<file path="src/rtl/cfg_word_seq.sv">
module cfg_word_seq #(
  parameter int DATA_W  = 16,
  parameter int ADDR_W  = 5,
  parameter int CH_W    = 8,
  parameter int SEQ_LEN = 32
) (
  input  logic              clk,
  input  logic              rst,
  input  logic [CH_W-1:0]   chan_sel,
  input  logic              wr_req,
  input  logic [DATA_W-1:0] wr_data,
  input  logic              addr_clr,
  input  logic              chan_mode,
  output logic              busy,
  output logic [ADDR_W-1:0] word_addr,
  output logic              addr_stb,
  output logic              seq_done,
  output logic [CH_W-1:0]   ser_chan,
  output logic              ser_data,
  output logic              ser_we
);
  localparam int CNT_W = $clog2(DATA_W + 1);

  logic [DATA_W-1:0] shreg;
  logic [CNT_W-1:0]  cnt;
  logic              last_word;

  assign ser_data  = shreg[DATA_W-1];
  assign last_word = (word_addr == ADDR_W'(SEQ_LEN - 1));

  always_ff @(posedge clk) begin
    if (rst) begin
      busy      <= 1'b0;
      ser_we    <= 1'b0;
      word_addr <= '0;
      addr_stb  <= 1'b0;
      seq_done  <= 1'b0;
      shreg     <= '0;
      cnt       <= '0;
      ser_chan  <= '0;
    end else begin
      addr_stb <= 1'b0;
      seq_done <= 1'b0;
      if (!busy) begin
        if (wr_req) begin
          busy     <= 1'b1;
          ser_we   <= 1'b1;
          shreg    <= wr_data;
          ser_chan <= chan_sel;
          cnt      <= '0;
        end
      end else if (ser_we) begin
        shreg <= shreg << 1;
        cnt   <= cnt + 1'b1;
        if (cnt == CNT_W'(DATA_W - 1)) ser_we <= 1'b0;
      end else begin
        busy      <= 1'b0;
        addr_stb  <= 1'b1;
        seq_done  <= last_word;
        word_addr <= last_word ? '0 : word_addr + 1'b1;
      end
      if (addr_clr && chan_mode) word_addr <= '0;
    end
  end

  a_r2_we_inside_busy: assert property (@(posedge clk) disable iff (rst)
    ser_we |-> busy);
  a_r5_stb_at_busy_fall: assert property (@(posedge clk) disable iff (rst)
    addr_stb |-> $fell(busy));
  a_r5_stb_single: assert property (@(posedge clk) disable iff (rst)
    addr_stb |=> !addr_stb);
  a_r6_done_with_wrap: assert property (@(posedge clk) disable iff (rst)
    seq_done |-> (addr_stb && word_addr == '0));
  a_r5_addr_holds: assert property (@(posedge clk) disable iff (rst)
    (!addr_stb && !$past(addr_clr && chan_mode)) |-> $stable(word_addr));
  a_r4_no_restart_busy: assert property (@(posedge clk) disable iff (rst)
    (busy && ser_we && wr_req) |=> $stable(ser_chan));
endmodule

</file>
<file path="config.mk">
export PLATFORM = sky130hd
export DESIGN_NAME = cfg_word_seq
export DESIGN_NICKNAME = d
export VERILOG_FILES = /design/src/rtl/cfg_word_seq.sv
export SDC_FILE = /design/constraint.sdc
export NUM_CORES = 1
export LEC_CHECK = 0
export ABC_AREA = 1
export CAP_MARGIN = 20
export CORE_ASPECT_RATIO = 0.6
export CORE_MARGIN = 4
export CORE_UTILIZATION = 45
export CTS_CLUSTER_SIZE = 30
export DETAILED_ROUTE_END_ITERATION = 10
export PLACE_DENSITY_LB_ADDON = 0.25
export SETUP_SLACK_MARGIN = 0.05
export SLEW_MARGIN = 20
export SYNTH_ARGS = -nofsm -noshare
export SYNTH_HDL_FRONTEND = slang
export SYNTH_SLANG_ARGS = --single-unit
</file>
<file path="constraint.sdc">
create_clock -name clk -period 2.1 [get_ports clk]
set_clock_uncertainty 0.15 [all_clocks]
set_input_delay 0.42 -clock clk [delete_from_list [all_inputs] [get_ports clk]]
set_output_delay 0.42 -clock clk [all_outputs]
set_load 0.01 [all_outputs]
</file>
* Word level (Yosys, flattened, before mapping)
Cells that the tools add are included.
Storage, ports and cells: bits in registers 38
Cells by class: add/sub/neg operators 2, equality and inequality tests 3, muxes and demuxes 15, bitwise gates (word level) 2, reduce and logical (&&, ||, !) cells 8
Operators with widths (number):
- two-way mux 16 bit | 3
- two-way mux 5 bit | 4
- adder 5 x 1 -> 5 bit (second input constant) | 2
- two-way mux 1 bit | 8
- AND reduction 2 bit | 3
- == test 5 x 4 -> 1 bit (second input constant) | 1
- == test 5 bit (second input constant) | 1
- OR reduction 2 bit | 2
- OR reduction 3 bit | 1
- inequality test 2 x 1 -> 1 bit (second input constant) | 1
- inverter 1 bit | 2
- nonzero test 2 bit | 1
- logical AND 1 bit | 1

* Longest topological paths before layout
depth in word-level cells 4, depth in mapped cells 9, mapped depth without buffers 9

* Worst setup path after synthesis
OpenSTA, ideal clock, no wires.
path kind register -> register, start reg cnt[0], end reg cnt[4], data arrival time 1.267 ns, required time 1.880 ns, slack 0.613 ns, cell stages (with the launch flop) 7, buffers on the path 0, clock period less this slack 1.487 ns, cell sequence dfxtp_1 ha_1 nand2_1 nor2_1 ha_1 or2_2 a21oi_1
Between the ends: cells in the longest elaborated chain, start to end 3
RTL lines:
- from (decl) | RTL line 25 | logic [CNT_W-1:0] cnt;
- from (signal assigned) | RTL line 54 | cnt <= cnt + 1'b1;
- adder 5 x 1 -> 5 bit | RTL line 54
- two-way mux 5 bit | RTL line 52 | end else if (ser_we) begin
- two-way mux 5 bit | RTL line 44 | if (!busy) begin
Every way passes these cells. The select of a mux whose other input is x is not followed. A chain may end at the register's enable or synchronous reset.

* Worst setup path after layout
start reg ser_we, end out ser_we
RTL lines:
- from (decl) | RTL line 20 | output logic ser_we
- from (signal assigned) | RTL line 34 | ser_we <= 1'b0;
- from (signal assigned) | RTL line 47 | ser_we <= 1'b1;
- from (signal assigned) | RTL line 55 | if (cnt == CNT_W'(DATA_W - 1)) ser_we <= 1'b0;
No word-level cell between the ends.

==> summary.txt <==
Run status
  • Run status: completed

CTS
  • CTS tree: done
  • Clock Latency Late Sink: 290 ps
  • Clk slew on worst S/H paths: 70 ps
  • CTS Sinks: 38
  • Setup bufs post-CTS: 0
  • Clock Path Buffers: 2
  • Num CTS Buffers: 5
  • CTS root buffer: clkbuf_8
  • Hold-fix buffers, CTS: 0
  • Post-CTS sizing: 0
  • H-tree Lvls: 2

Worst setup path
  • WP data arrival: 1310 ps
  • CP top delay family: buffers and inverters
  • RR Startpoint: busy
  • Crit path launch type: flip-flop
  • Worst Setup End Kind: output port
  • Capturing point of the worst reg2reg path: cnt[4]
  • Crit path buf inv count: 1
  • Worst EP required: roughly 1500 ps
  • CP peak stage delay: 580 ps
  • R2r setup slk: 340 ps
  • Setup CP Type: reg -> out
  • Worst r2r path cells: 7
  • CP Cell Sequence: clkdlybuf4s50_1
  • Crit path max fanout: 4
  • Crit-path slowest cell: clkdlybuf4s50_1

Floorplanning
  • Vert. Die Dim: 55.3 um
  • Die area: 4810 sq um
  • Row count: 16
  • Core Footprint: 3420 sq um
  • Boundary pin count: 47
  • Initial Utilization: 0.491
  • DIE WIDTH: 86.9 um

Placement
  • Routability cong.: 0.780
  • DP Area: around 2200 sq um
  • Port bufs: 46
  • Hpwl dp: 2.74 mm
  • Post-place setup slack: ~180 ps

Layout
  • Layout cells sized above 1: 0.0722
  • Leading cell types in the layout, fill and taps excluded: 70 x nand2_1, 59 x nor2_1, 46 x clkdlybuf4s50_1
  • Layout fillers: 281
  • Most common cell after layout, fill and taps aside: nand2_1
  • Final instance area: 2310 sq um
  • Area delta synth->final: 37.5%
  • Fin nets: roughly 320
  • Antenna Cells: 0

STA
  • Tcrit/Tclk final: 0.894
  • Final setup violation count: 0
  • RSZ-0062 raised after global routing: false
  • Final Critical Period: approximately 1900 ps
  • Final slew viol count: 0
  • Hold Slack: 316 ps
  • Worst Tran Pin Value: 321 ps
  • F_max: 0.533 GHz
  • Setup_tns: 0 ps
  • Worst setup margin: 223 ps
  • Max-slew headroom: 0.786
  • Endpoints failing hold: 0

Synth
  • Yosys cell types: 15
  • FF+latch count, synth: 38
  • Post-Syn Area: 1680 sq um
  • Synth Net Count: 275
  • Sequential-to-total area share from yosys stat: 0.453
  • Mapped Cells: 241
  • Yosys warns: 0
  • Avg Cell Area, Syn: 6.97 sq um

Power and ir drop
  • Comb pwr share: 0.144
  • Pwr dens: approximately 780 nW/um^2
  • P_int: approximately 1400 uW
  • Worst vdd ir: 696 uV
  • Clock power frac: 0.419
  • Sw power: 409 uW
  • Net Sw Frac: 0.226
  • Pleak: 0.00101 uW
  • Sequential fraction of design power: 0.437
  • Total power: 1810 uW

Worst hold path
  • Hold Path Class: reg -> reg
  • Hold depth: 2
  • Hold_sp: shreg[0]
  • Hold Path End: shreg[0]

Detailed routing
  • Drt drc: 0
  • Via count: around 1,600
  • Pre-antenna DRT Iters: 4
  • Post-Route WL: 3.79 mm
  • Starting DRT DRC Count: 90
  • Vias per inst: about 4.8
  • Wirelength per Cell: 11.3 um
  • Antenna viol nets, final: 0

Global route
  • Total grt overflow: 0
  • Via count of the first global-routing pass: 1,499
  • First-pass GRT wire length: roughly 6.7 mm
  • GRT Overall Usage: 0.172
  • Largest net degree at the start of global routing: 27
  • Initial antenna violation count: 0

Flow run
  • Number of max-cap violations: 0
-- worst max path at each step --
stage	start	to	slack, ps	cells past startpoint
detailed placement	wr_req	shreg[0]	180	6
finish	ser_we	ser_we	220	1
CTS	ser_we	ser_we	210	1
floorplan	cnt[0]	cnt[4]	610	6
global route	busy	shreg[0]	150	7
global placement	wr_req	cnt[1]	220	6
-- per-stage QoR --
| stage | util | cells |
|---|---|---|
| 6_report | 0.675 | 336 |
| 3_5_place_dp | 0.633 | 328 |
| 3_3_place_gp | 0.633 | 328 |
| 5_1_grt | 0.675 | 336 |
| 2_1_floorplan | - | 241 |
| 4_1_cts | 0.675 | 336 |
-- power groups by stage --
| stage | sequential (uW) | clock [uW] | combinational, uW |
|---|---|---|---|
| 4_1_cts | 793 | 778 | 261 |
| 2_1_floorplan | 815 | 0 | 139 |
| 5_1_grt | 800 | 806 | 294 |
| 3_5_place_dp | 809 | 0 | 260 |
| 3_3_place_gp | 808 | 0 | 258 |
| 6_report | 793 | 760 | 260 |
-- cell usage after synthesis --
master | n | share of area
nor2_1 | 59 | 0.13
or2_2 | 1 | 0.0037
dfxtp_1 | 38 | 0.45
nand2_4 | 3 | 0.020
inv_1 | 11 | 0.025
buf_4 | 1 | 0.0045
a21oi_1 | 12 | 0.036
buf_6 | 3 | 0.020
nand3_1 | 4 | 0.012
o21ai_0 | 25 | 0.074
ha_1 | 5 | 0.037
inv_2 | 2 | 0.0045
buf_2 | 5 | 0.015
nand2_1 | 70 | 0.16
nor2_2 | 2 | 0.0074
-- cells by family (layout without fill, tap and decap cells) --
| logic type | after synthesis | after routing | share of synthesized area |
|---|---|---|---|
| AO/OA/AOI/OAI | 37 | 37 | 0.110 |
| adder cells (fa/ha/maj) | 5 | 5 | 0.0372 |
| buffers and inverters | 22 | 72 | 0.0685 |
| flip-flops | 38 | 38 | 0.453 |
| AND/OR/NAND/NOR | 139 | 139 | 0.331 |
-- sequential cells by signal, indices dropped and copies added, names as in the netlist --
| name | cells |
|---|---|
| ser_chan | 8 |
| seq_done | 1 |
| word_addr | 5 |
| ser_we | 1 |
| addr_stb | 1 |
| busy | 1 |
| cnt | 5 |
| shreg | 16 |
-- per-layer routing --
metal  share of wire  GRT usage  up-vias
met5               0          0        -
met4           0.014     0.0533        0
met3           0.076     0.0565        8
met1            0.50      0.228      706
li1                -          -      854
met2            0.41      0.263       46
-- layout make-up --
cell class | instances | area [sq um] | share of cell area
Clock inverter | 2 | 60.1 | 0.0260
Sequential cell | 38 | 761 | 0.329
Clock buffer | 6 | 82.6 | 0.0357
Tap cell | 45 | 56.3 | 0.0244
Inverter | 13 | 48.8 | 0.0211
Multi-Input combinational cell | 181 | 805 | 0.348
Timing Repair Buffer | 51 | 498 | 0.215
Note: power is estimated with default switching activity, not from simulation.
